<file path="src/rtl/gj_seq_pkg.sv">
package gj_seq_pkg;

  typedef enum logic [1:0] {
    PH_IDLE = 2'd0,
    PH_INIT = 2'd1,
    PH_ELIM = 2'd2,
    PH_RET  = 2'd3
  } phase_e;

  // Order in which the phases follow one another inside a run
  function automatic phase_e phase_after(input phase_e p);
    case (p)
      PH_INIT: return PH_ELIM;
      PH_ELIM: return PH_RET;
      default: return PH_IDLE;
    endcase
  endfunction

endpackage

</file>
<file path="src/rtl/gj_seq_ctrl.sv">
module gj_seq_ctrl #(
  parameter int MAX_ROWS = 26,
  parameter int ROW_W    = 5
) (
  input  logic                clk,
  input  logic                rst_n,
  input  logic                start_i,
  input  logic [ROW_W-1:0]    size_i,
  input  logic [MAX_ROWS-1:0] done_i,
  input  logic                busy_i,
  output logic                start_acc_o,
  output logic                step_adv_o,
  output logic [ROW_W-1:0]    size_o
);

  // Rows 1..n are active; element k serves row k+1
  function automatic logic [MAX_ROWS-1:0] active_mask(input logic [ROW_W-1:0] n);
    logic [MAX_ROWS-1:0] m;
    m = '0;
    for (int i = 0; i < MAX_ROWS; i++) m[i] = (ROW_W'(i) < n);
    return m;
  endfunction

  function automatic logic size_ok(input logic [ROW_W-1:0] n);
    return (n != '0) && (n <= ROW_W'(MAX_ROWS));
  endfunction

  logic [ROW_W-1:0] size_q;
  logic             all_done;

  assign all_done    = &(done_i | ~active_mask(size_q));
  assign start_acc_o = start_i && !busy_i && size_ok(size_i);
  assign step_adv_o  = busy_i && all_done;
  assign size_o      = size_q;

  always_ff @(posedge clk or negedge rst_n) begin
    if (!rst_n)           size_q <= '0;
    else if (start_acc_o) size_q <= size_i;
  end

  // an out-of-range size does not start a run
  p_bad_size_r3: assert property (@(posedge clk) disable iff (!rst_n)
    (!busy_i && start_i && !size_ok(size_i)) |=> !busy_i);

  // the captured size stays put while a run is in flight
  p_size_hold_r8: assert property (@(posedge clk) disable iff (!rst_n)
    (busy_i && $past(busy_i)) |-> $stable(size_q));

endmodule

</file>
<file path="src/rtl/gj_row_gen.sv">
module gj_row_gen #(
  parameter int ROW_W = 5
) (
  input  logic             clk,
  input  logic             rst_n,
  input  logic             start_acc_i,
  input  logic             step_adv_i,
  input  logic             run_end_i,
  input  logic             busy_i,
  input  logic [ROW_W-1:0] size_i,
  output logic [ROW_W-1:0] row_o,
  output logic             row_wrap_o
);

  logic [ROW_W-1:0] row_q;

  assign row_wrap_o = step_adv_i && (row_q == size_i);
  assign row_o      = row_q;

  always_ff @(posedge clk or negedge rst_n) begin
    if (!rst_n)           row_q <= '0;
    else if (start_acc_i) row_q <= ROW_W'(1);
    else if (run_end_i)   row_q <= '0;
    else if (step_adv_i)  row_q <= row_wrap_o ? ROW_W'(1) : row_q + ROW_W'(1);
  end

  // the reference row stays inside the active window
  p_row_range_r9: assert property (@(posedge clk) disable iff (!rst_n)
    busy_i |-> (row_q >= ROW_W'(1) && row_q <= size_i));

endmodule

</file>
<file path="src/rtl/gj_phase_gen.sv">
module gj_phase_gen
  import gj_seq_pkg::*;
(
  input  logic   clk,
  input  logic   rst_n,
  input  logic   start_acc_i,
  input  logic   row_wrap_i,
  output phase_e phase_o,
  output logic   busy_o,
  output logic   run_end_o,
  output logic   finished_o
);

  phase_e phase_q;
  logic   fin_q;

  assign busy_o     = (phase_q != PH_IDLE);
  assign run_end_o  = row_wrap_i && (phase_q == PH_RET);
  assign phase_o    = phase_q;
  assign finished_o = fin_q;

  always_ff @(posedge clk or negedge rst_n) begin
    if (!rst_n) begin
      phase_q <= PH_IDLE;
      fin_q   <= 1'b0;
    end else begin
      fin_q <= run_end_o;
      if (start_acc_i)     phase_q <= PH_INIT;
      else if (row_wrap_i) phase_q <= phase_after(phase_q);
    end
  end

  // an accepted start enters initialization
  p_start_init_r2: assert property (@(posedge clk) disable iff (!rst_n)
    start_acc_i |=> (phase_q == PH_INIT));

  // initialization is followed by elimination, elimination by return
  p_init_to_elim_r5: assert property (@(posedge clk) disable iff (!rst_n)
    (row_wrap_i && phase_q == PH_INIT) |=> (phase_q == PH_ELIM));
  p_elim_to_ret_r5: assert property (@(posedge clk) disable iff (!rst_n)
    (row_wrap_i && phase_q == PH_ELIM) |=> (phase_q == PH_RET));

  // finished is a single-cycle pulse that arrives in idle
  p_fin_single_r6: assert property (@(posedge clk) disable iff (!rst_n)
    fin_q |=> !fin_q);
  p_fin_idle_r6: assert property (@(posedge clk) disable iff (!rst_n)
    fin_q |-> (phase_q == PH_IDLE));

endmodule

</file>
<file path="src/rtl/gj_phase_sequencer.sv">
module gj_phase_sequencer
  import gj_seq_pkg::*;
#(
  parameter int MAX_ROWS = 26,
  parameter int ROW_W    = $clog2(MAX_ROWS + 1)
) (
  input  logic                clk,
  input  logic                rst_n,
  input  logic                start_i,
  input  logic [ROW_W-1:0]    size_i,
  input  logic [MAX_ROWS-1:0] done_i,
  output logic [1:0]          phase_o,
  output logic [ROW_W-1:0]    ref_row_o,
  output logic                busy_o,
  output logic                finished_o
);

  // Internal events, named for the checks below
  logic             start_acc;
  logic             step_adv;
  logic             row_wrap;
  logic             run_end;
  logic [ROW_W-1:0] size_q;
  phase_e           phase;

  gj_seq_ctrl #(.MAX_ROWS(MAX_ROWS), .ROW_W(ROW_W)) u_ctrl (
    .clk        (clk),
    .rst_n      (rst_n),
    .start_i    (start_i),
    .size_i     (size_i),
    .done_i     (done_i),
    .busy_i     (busy_o),
    .start_acc_o(start_acc),
    .step_adv_o (step_adv),
    .size_o     (size_q)
  );

  gj_row_gen #(.ROW_W(ROW_W)) u_row (
    .clk        (clk),
    .rst_n      (rst_n),
    .start_acc_i(start_acc),
    .step_adv_i (step_adv),
    .run_end_i  (run_end),
    .busy_i     (busy_o),
    .size_i     (size_q),
    .row_o      (ref_row_o),
    .row_wrap_o (row_wrap)
  );

  gj_phase_gen u_phase (
    .clk        (clk),
    .rst_n      (rst_n),
    .start_acc_i(start_acc),
    .row_wrap_i (row_wrap),
    .phase_o    (phase),
    .busy_o     (busy_o),
    .run_end_o  (run_end),
    .finished_o (finished_o)
  );

  assign phase_o = phase;

  // without a full set of active done bits nothing moves
  p_hold_r4: assert property (@(posedge clk) disable iff (!rst_n)
    (busy_o && !step_adv) |=> ($stable(ref_row_o) && $stable(phase_o)));

  // a start during a run does not send the row back to 1
  p_busy_start_r7: assert property (@(posedge clk) disable iff (!rst_n)
    (busy_o && start_i && !step_adv) |=> $stable(ref_row_o));

endmodule

</file>
<file path="config.mk">
export PLATFORM = sky130hd
export DESIGN_NAME = gj_phase_sequencer
export DESIGN_NICKNAME = d
export VERILOG_FILES = /design/src/rtl/gj_seq_pkg.sv /design/src/rtl/gj_seq_ctrl.sv /design/src/rtl/gj_row_gen.sv /design/src/rtl/gj_phase_gen.sv /design/src/rtl/gj_phase_sequencer.sv
export SDC_FILE = /design/constraint.sdc
export NUM_CORES = 1
export LEC_CHECK = 0
export ABC_AREA = 1
export BUFFER_PORTS_ARGS = -buffer_cell sky130_fd_sc_hd__buf_2
export CAP_MARGIN = 30
export CORE_ASPECT_RATIO = 1.2
export CORE_UTILIZATION = 54
export DETAILED_ROUTE_END_ITERATION = 8
export PLACE_DENSITY = 0.93
export SYNTH_ARGS = -nofsm -noshare
export SYNTH_HDL_FRONTEND = slang
export SYNTH_SLANG_ARGS = --single-unit
</file>
<file path="constraint.sdc">
create_clock -name clk -period 2.95 [get_ports clk]
set_input_delay 0.4425 -clock clk [delete_from_list [all_inputs] [get_ports clk]]
set_output_delay 0.4425 -clock clk [all_outputs]
set_load 0.005 [all_outputs]
</file>
After elaboration in Yosys (flattened, before gate mapping)
Cells that the tools add are included.
{"block": "totals", "word_cells": 57, "out_inout_bits": 9, "memories": 0, "ramBits": 0, "input_bits": 34, "reg_bits": 13, "latch_bits": 0, "rom_bits": 0}
{"block": "op_classes", "n_lt_le_gt_ge": 27, "mux": 7, "shifts": 0, "bitwise_logic": 2, "n_eq_ne": 4, "n_div": 0, "reduce_logical": 12, "addsub": 1, "multipliers": 0}
{"operator": "5-bit < comparator, first input constant", "count": 10}
{"operator": "4-bit by 5-bit < comparator with 1-bit output, first input constant", "count": 8}
{"operator": "26-bit inverter", "count": 1}
{"operator": "26-bit bitwise OR", "count": 1}
{"operator": "26-bit AND reduction", "count": 1}
{"operator": "3-bit by 5-bit < comparator with 1-bit output, first input constant", "count": 4}
{"operator": "5-bit two-way mux", "count": 4}
{"operator": "1-bit by 5-bit < comparator with 1-bit output, first input constant", "count": 2}
{"operator": "2-bit by 5-bit < comparator with 1-bit output, first input constant", "count": 2}
{"operator": "1-bit logical AND", "count": 6}
{"operator": "5-bit by 1-bit adder with 5-bit output, second input constant", "count": 1}
{"operator": "5-bit equality test", "count": 1}
{"operator": "5-bit less-or-equal comparator, second input constant", "count": 1}
{"operator": "5-bit nonzero test", "count": 1}
{"operator": "2-bit equality test, second input constant", "count": 2}
{"operator": "2-bit two-way mux", "count": 2}
{"operator": "2-bit one-hot mux with 2 select lines", "count": 1}
{"operator": "2-bit nonzero test", "count": 2}
{"operator": "3-bit nonzero test", "count": 1}
{"operator": "2-bit by 1-bit equality test with 1-bit output, second input constant", "count": 1}
{"operator": "1-bit logical NOT", "count": 1}

Depth between registers and ports, before layout
Gate-level depths: netlist of run 1.
{"block": "logic_depth", "word_depth": 10, "depth_mapped": 14}

Cells and area by module
A second synthesis of run 1 with hierarchy kept.
{"block": "hier_totals", "hier_cells": 206, "area_unflattened_um2": 1221.2}
{"mod": "gj_seq_ctrl", "area_per_inst_um2": 646.9, "instances": 1, "cells_each": 119}
{"mod": "gj_row_gen", "area_per_inst_um2": 406.6, "instances": 1, "cells_each": 67}
{"mod": "gj_phase_gen", "area_per_inst_um2": 167.7, "instances": 1, "cells_each": 20}

Worst setup path before layout of run 1
Ideal clock, no wire load.
{"block": "synth_path", "path_type": "flip-flop to flip-flop", "from": "register u_phase.phase_q[0] (netlist: u_phase.phase_o[0])", "to": "register u_row.row_q[2] (netlist: u_row.row_o[2])", "setup_ns": 0.118, "period_less_slack_ns": 1.606, "path_stages_with_launch": 13, "slack_ns": 1.344, "arrival_ns": 1.488, "path_buffers": 0, "cell_sequence": "dfrtp_1 > inv_1 > ha_1 > nor2_1 > nand2_1 > nor2_1 > clkinv_1 > nor2_1 > nand3_2 > nor2_4 > nor2_1 > nand2_1 > nand2_1"}
{"block": "synth_via", "elab_chain_len": 7, "elab_cells_between_ends": 13, "classes_between": "1 x eq/ne; 4 x mux; 8 x reduce/logical"}
{"item": "start: declaration", "line_no": "gj_phase_gen.sv:14", "source": "phase_e phase_q;"}
{"item": "start signal: assignment", "line_no": "gj_phase_gen.sv:29", "source": "else if (row_wrap_i) phase_q <= phase_after(phase_q);"}
{"item": "2-bit nonzero test", "line_no": "gj_phase_gen.sv:17", "source": "assign busy_o = (phase_q != PH_IDLE);"}
{"item": "1-bit logical AND", "line_no": "gj_seq_ctrl.sv:33", "source": "assign step_adv_o = busy_i && all_done;"}
{"item": "1-bit logical AND", "line_no": "gj_row_gen.sv:17", "source": "assign row_wrap_o = step_adv_i && (row_q == size_i);"}
{"item": "5-bit two-way mux (2 in series)", "line_no": "gj_row_gen.sv:24", "source": "else if (step_adv_i) row_q <= row_wrap_o ? ROW_W'(1) : row_q + ROW_W'(1);"}
{"item": "5-bit two-way mux", "line_no": "gj_row_gen.sv:23", "source": "else if (run_end_i) row_q <= '0;"}
{"item": "5-bit two-way mux", "line_no": "gj_row_gen.sv:22", "source": "else if (start_acc_i) row_q <= ROW_W'(1);"}
{"item": "end signal: assignment", "line_no": "gj_row_gen.sv:24"}
{"item": "end: declaration", "line_no": "gj_row_gen.sv:15", "source": "logic [ROW_W-1:0] row_q;"}
Parallel ways exist; a longest one is shown, timed or not. The select of a mux whose other input is x is not followed.
A chain may end at the register's enable or synchronous reset.

Worst setup path after layout of run 1
{"block": "layout_path", "from": "register u_ctrl.size_q[4] (netlist: u_ctrl.size_o[4])", "to": "register u_row.row_q[4] (netlist: u_row.row_o[4])"}
{"block": "layout_via", "elab_chain_len": 10, "elab_cells_between_ends": 38, "classes_between": "26 x order compare; 1 x eq/ne; 4 x mux; 2 x bitwise; 5 x reduce/logical"}
{"item": "start: declaration", "line_no": "gj_seq_ctrl.sv:28", "source": "logic [ROW_W-1:0] size_q;"}
{"item": "start signal: assignment", "line_no": "gj_seq_ctrl.sv:38", "source": "else if (start_acc_o) size_q <= size_i;"}
{"item": "1-bit by 5-bit < comparator with 1-bit output, or another cell as far along", "line_no": "gj_seq_ctrl.sv:20", "source": "for (int i = 0; i < MAX_ROWS; i++) m[i] = (ROW_W'(i) < n);"}
{"item": "26-bit inverter", "line_no": "gj_seq_ctrl.sv:31", "source": "assign all_done = &(done_i | ~active_mask(size_q));"}
{"item": "26-bit bitwise OR", "line_no": "gj_seq_ctrl.sv:31"}
{"item": "26-bit AND reduction", "line_no": "gj_seq_ctrl.sv:31"}
{"item": "1-bit logical AND", "line_no": "gj_seq_ctrl.sv:33"}
{"item": "1-bit logical AND", "line_no": "gj_row_gen.sv:17"}
{"item": "5-bit two-way mux (2 in series)", "line_no": "gj_row_gen.sv:24"}
{"item": "5-bit two-way mux", "line_no": "gj_row_gen.sv:23"}
{"item": "5-bit two-way mux", "line_no": "gj_row_gen.sv:22"}
Parallel ways exist; a longest one is shown, timed or not. The select of a mux whose other input is x is not followed.

==> results.toml, run 1 <==
[route]
post_drt_wl_per_cell_um = 11.8
vias_per_cell = 5.13
initialDrtViolationCount = 22
drc = 0
vias = 1338
dr.pass1.iters = 4
postRouteAntennaNets = 0
finalWirelength_um = 3070

[power_and_ir_drop]
cellPowerDensity_mw_per_mm2 = 734
internal_power_w = 0.000519
ir_worst_vdd_uv = 583
p_switching_w = 0.000572
power_frac_seq = 0.312
switching_share = 0.524
comb_power_share = 0.589
leakagePower_nw = 0.824
clkPwrFrac = 0.100

[global_routing]
grt_pass1_vias = 1245
antenna_found_initial = 0
grt_pass1_wl_um = 4970
grt_max_degree = 14
grt_usage = 0.280
grt_remaining_overflow = 0

[worst_setup_path]
crit_buf_inv = 1
worstSetupStartpoint = "u_ctrl.size_o[4]"
path_max_fanout = 13
r2r_slack_ns = 0.98
crit_family = "simple AND/OR/NAND/NOR gates"
crit_chain = "nand2_1, nor2_1, nor2_1, nand2_1, nor2_1, clkinv_1, nor2_1, nand3_2, nor2_4, nor2_1, nand2_1, nand2_1"
setup.worst_path.class = "flop to flop"
arrival_ns = 2.14
end_kind = "flop"
worstPathRequired_ns = 3.12
max_stage_delay_ns = 0.58
slowest_stage = "dfrtp_1"
crit_path_frequent_cell = "nor2_1"
cp-start-kind = "flop"
r2r_start = "u_ctrl.size_o[4]"

[timing]
worstMarginPinSlew_ns = 0.556
fin_ws_ns = 0.984
hold_viol = 0
setup_violations = 0
setup_tns_ns = 0
rsz0062_at_grt = "false"
period_share = 0.666
fin_crit_ns = 1.97
final.setup_skew_ns = 0.00284
finalMaxSlewViolations = 0
fmax_mhz = 509
max_slew_margin = 0.629

[cts]
cts_hold_buf = 0
cts.sinks = 13
tritoncts.num_buffers = 3
clk_pin_slew_ns = 0.08
clock_path_buffers = 2
htree_levels = 1
root_buffer = "clkbuf_4"
cts_resized = 0
cts_tree = "yes"
clk_latency_ns = 0.28
cts_setup_buffers = 0

[synthesis]
synthDistinctLibCells = 29
synth.avg_cell_area_sq_um = 6.58
synthesis.nets = 226
netlist_area_sq_mm = 0.00124
synthTopCellsByArea = "dfrtp_1 (26%), nand2_1 (16%), nand3_1 (7.7%)"
yosysWarnings = 0
ys_seq_area_frac = 0.263
yosysTopAreaCellShare = 0.263
syn_inst = 188
ys_ff_latch = 13
synth_top_cell_by_area = "dfrtp_1"

[status]
status = "finished clean"

[placed_design]
place.gp.congestion = 0.935
dp_hpwl_um = 2510
placed_cell_area_sq_mm = 0.00146
pre_cts_slack_ns = 0.989
portBuffers = 42

[final_layout]
nNetsFinal = 270
area_growth_pct = 20.3
n_antenna_cell = 0
drive_gt1_frac = 0.294
final_cell_area_sq_mm = 0.00149

[die]
dieHeight_um = 54.4
start_util = 0.584
design.die.area_sq_mm = 0.00249
die_w_um = 45.7
ios = 43
coreArea_sq_mm = 0.00212
row_count = 18

[worst_hold_path]
hold_path_class = "input port to async pin"

[run]
maxCapViolCount = 0
final timing paths:
check | to | depth (start not counted)
setup / recovery | u_row.row_o[4] | 12
hold / removal | u_row.row_o[3] | 1
setup reg to reg | u_row.row_o[4] | 12
hold reg to reg | u_phase.phase_o[0] | 2
max in group asynchronous | u_ctrl.size_o[4] | 1
min in group clk | u_ctrl.size_o[0] | 3
cells in the final DEF (no fill, tap or decap):
master / n
clkbuf_1: 1
nand4_1: 4
nand2b_1: 1
clkbuf_4: 3
o22ai_1: 1
ha_1: 4
a21oi_1: 6
nand2_1: 52
buf_2: 42
dfrtp_1: 13
buf_4: 1
o21ai_1: 4
xor2_1: 6
xnor2_1: 2
o21bai_1: 3
nand3_1: 19
inv_2: 7
nand2_4: 1
nor2_1: 18
a21o_1: 2
clkinv_1: 1
nor2_4: 6
nor2_2: 2
or2_1: 1
nand3_2: 2
inv_1: 16
o21ai_0: 6
nand2_2: 2
nor3_1: 3
or2_2: 2
worst register-to-register path: stages, from the launching register on:
cell,delay [ns]
dfrtp_1,0.58
nand2_1,0.21
nor2_1,0.06
nor2_1,0.08
nand2_1,0.06
nor2_1,0.17
clkinv_1,0.08
nor2_1,0.12
nand3_2,0.10
nor2_4,0.13
nor2_1,0.10
nand2_1,0.10
nand2_1,0.06
cell type report:
type / count / area [sq um]
inverters: 24 / 90.1
fillers: 202 / 629
flip-flops and latches: 13 / 325
well taps: 30 / 37.5
repair buffers: 43 / 218
clock buffers: 4 / 26.3
multi-input cells: 147 / 791
per-layer routing:
metal | up-vias | routed length (um) | global-route usage
met5 | - | 0 | 0
met2 | 54 | 1570 | 0.531
li1 | 686 | - | -
met3 | 9 | 158 | 0.0132
met4 | 0 | 78 | 0.121
met1 | 589 | 1260 | 0.316
per-stage QoR:
| stage | power (W) | instances | hold slack [ns] | utilization |
|---|---|---|---|---|
| CTS | 0.00109 | 261 | 0.0396 | 0.703 |
| global route | 0.00119 | 261 | 0.0462 | 0.703 |
| detailed placement | 0.000979 | 257 | 0.341 | 0.690 |
| floorplan | 0.000841 | 188 | 0.147 | - |
| global placement | 0.000960 | 257 | 0.340 | 0.690 |
| finish | 0.00109 | 261 | 0.0348 | 0.703 |
cell usage after synthesis:
library cell  instances
nand2b_1              1
xnor2_1               2
nor3_1                3
nand2_2               2
clkinv_1              1
dfrtp_1              13
nand4_1               4
nand2_4               1
nand3_1              19
o21ai_1               4
ha_1                  4
clkbuf_1              1
inv_1                16
o21bai_1              3
a21oi_1               6
xor2_1                6
nand3_2               2
nor2_4                6
buf_6                 1
buf_4                 2
o21ai_0               6
nor2_1               18
or2_2                 2
nand2_1              52
a21o_1                2
o22ai_1               1
inv_2                 7
nor2_2                2
or2_1                 1
cell families (layout without fill, tap and decap cells):
logic type | after synthesis | after routing | share of synthesized area
simple gates | 113 | 113 | 0.442
buf+inv | 28 | 71 | 0.0972
compound gates | 22 | 22 | 0.100
flops | 13 | 13 | 0.263
xor+xnor | 8 | 8 | 0.0567
fa+ha+maj | 4 | 4 | 0.0405
power groups by stage:
stage / registers, W / clock network, W / logic, W
2_1_floorplan: 0.000277 / 0 / 0.000564
3_3_place_gp: 0.000339 / 0 / 0.000621
3_5_place_dp: 0.000342 / 0 / 0.000637
4_1_cts: 0.000338 / 0.000112 / 0.000641
5_1_grt: 0.000349 / 0.000121 / 0.000724
6_report: 0.000340 / 0.000109 / 0.000643
registers in the layout (all words and copies together) (netlist names):
| signal | flops |
|---|---|
| u_ctrl.size_o | 5 |
| u_row.row_o | 5 |
| u_phase.phase_o | 2 |
| u_phase.finished_o | 1 |
No activity file was read; power rests on OpenSTA's default activity.
==> run 2, diff against run 1 <==
Settings changed: CORE_UTILIZATION 54 to 50, PLACE_DENSITY 0.93 to 0.88.
Clock period 2.95 ns to 2 ns, I/O delays scaled along.
==> results.toml, run 2 (synthesis results as in run 1) <==
[status]
status = "finished clean"

[placed_design]
portBuffers = 42
numPlacedInstances = 258
place.gp.congestion = 0.885
pre_cts_slack_ns = 0.0669
dp_hpwl_um = 2370
placed_cell_area_sq_mm = 0.00146

[global_routing]
grt_max_degree = 14
grt_usage = 0.249
grt_remaining_overflow = 0
grt_pass1_wl_um = 4820
antenna_found_initial = 0
grt_pass1_vias = 1246

[route]
postRouteAntennaNets = 0
vias = 1330
vias_per_cell = 5.04
drc = 0
dr.pass1.iters = 4
finalWirelength_um = 2970
initialDrtViolationCount = 30
post_drt_wl_per_cell_um = 11.3

[cts]
clock_path_buffers = 2
clk_pin_slew_ns = 0.08
htree_levels = 1
tritoncts.num_buffers = 3
root_buffer = "clkbuf_4"
cts_tree = "yes"
cts.sinks = 13
clk_latency_ns = 0.29

[final_layout]
final_cell_area_sq_mm = 0.00152
nNetsFinal = 272
layout_common_cells = "nand2_1 (52), buf_2 (42), nand3_1 (19)"
final_common_cell = "nand2_1"
nFillCells = 234
n_antenna_cell = 0
drive_gt1_frac = 0.309
area_growth_pct = 22.6
final_cells = 264

[worst_setup_path]
crit_family = "simple AND/OR/NAND/NOR gates"
worstPathRequired_ns = 2.18
setup.worst_path.class = "flop to flop"
reg2reg_depth = 9
end_kind = "flop"
max_stage_delay_ns = 0.53
cp-start-kind = "flop"
rr_endpoint = "u_row.row_o[0]"
r2r_slack_ns = 0.16
crit_buf_inv = 1
arrival_ns = 2.02
slowest_stage = "dfrtp_2"
path_max_fanout = 13
crit_chain = "nor2_4, inv_2, o21bai_1, nand3_1, nand2b_1, nor2_4, nand2_1, a21oi_1, nand2_1"
r2r_start = "u_ctrl.size_o[4]"

[die]
design.die.area_sq_mm = 0.00268
dieHeight_um = 56.5
row_count = 19
coreArea_sq_mm = 0.00231
start_util = 0.536
die_w_um = 47.4
ios = 43

[timing]
setup_tns_ns = 0
hold_viol = 0
worstMarginPinSlew_ns = 0.319
setup_violations = 0
max_slew_margin = 0.786
final.setup_skew_ns = 0.00728
fin_crit_ns = 1.84
fmax_mhz = 543
rsz0062_at_grt = "false"
fin_ws_ns = 0.160
period_share = 0.920
finalMaxSlewViolations = 0

[worst_hold_path]
hp-start = "size_i[2]"
hold_path_class = "input port to flop"
holdPathEnd = "u_ctrl.size_o[2]"
min_path_cells = 3

[power_and_ir_drop]
cellPowerDensity_mw_per_mm2 = 1080
ir_worst_vdd_uv = 827
leakagePower_nw = 0.831
p_total_w = 0.00164

[run]
maxCapViolCount = 0
## run 2: changes by cell type in the layout (fill, tap and decap cells not counted)
cell | previous run | this run
buf_4 | 1 | 2
nor2_4 | 6 | 7
dfrtp_1 | 13 | 10
nor2_2 | 2 | 1
dfrtp_2 | 0 | 3
dlygate4sd3_1 | 0 | 1
## run 2: final cells by class
cell class	instances	area [sq um]	share of cell area
clock buffers	4	26.3	0.0173
multi-input cells	147	796	0.525
flip-flops and latches	13	329	0.217
inverters	24	90.1	0.0595
well taps	31	38.8	0.0256
repair buffers	45	235	0.155
## run 2: worst max-delay path by stage
stage / startpoint / to / depth (start not counted)
floorplan: u_phase.phase_o[0] / u_row.row_o[2] / 12
global placement: u_ctrl.size_o[4] / u_row.row_o[4] / 12
detailed placement: u_ctrl.size_o[4] / u_row.row_o[2] / 12
CTS: u_ctrl.size_o[4] / u_row.row_o[0] / 9
global route: u_phase.phase_o[1] / u_row.row_o[2] / 12
finish: u_ctrl.size_o[4] / u_row.row_o[0] / 9
## run 2: power by group
| group | total [W] | internal, W | switching, W |
|---|---|---|---|
| clock network | 0.000168 | 0.0000776 | 0.0000899 |
| logic | 0.000955 | 0.000374 | 0.000581 |
| registers | 0.000515 | 0.000335 | 0.000179 |
## run 2: metrics by stage
step	util	hold WS [ns]
detailed placement	0.634	0.201
floorplan	-	0.00441
global placement	0.634	0.203
finish	0.657	0.260
CTS	0.650	0.253
global route	0.657	0.291
## run 2: metal layers
layer,vias to the layer above,part of all wire,global-route usage,wire [um]
met1,596,0.43,0.271,1260
met2,36,0.51,0.446,1520
met4,0,0.026,0.114,76
li1,689,-,-,-
met3,9,0.039,0.0289,115
met5,-,0,0,0
## run 2: worst reg2reg max path, cell delays in order, from the launching register on
cell and delay (ns):
dfrtp_2 0.53, nor2_4 0.19, inv_2 0.07, o21bai_1 0.16
nand3_1 0.11, nand2b_1 0.19, nor2_4 0.15, nand2_1 0.08
a21oi_1 0.18, nand2_1 0.08
## run 2: repair_timing
| action | CTS | global route |
|---|---|---|
| buffers inserted | 0 | 1 |
| hold buffers | 1 | 0 |
| endpoints found under the hold margin | 13 | 0 |
| endpoints found under the setup margin | 0 | 6 |
| gates resized for setup | 0 | 4 |
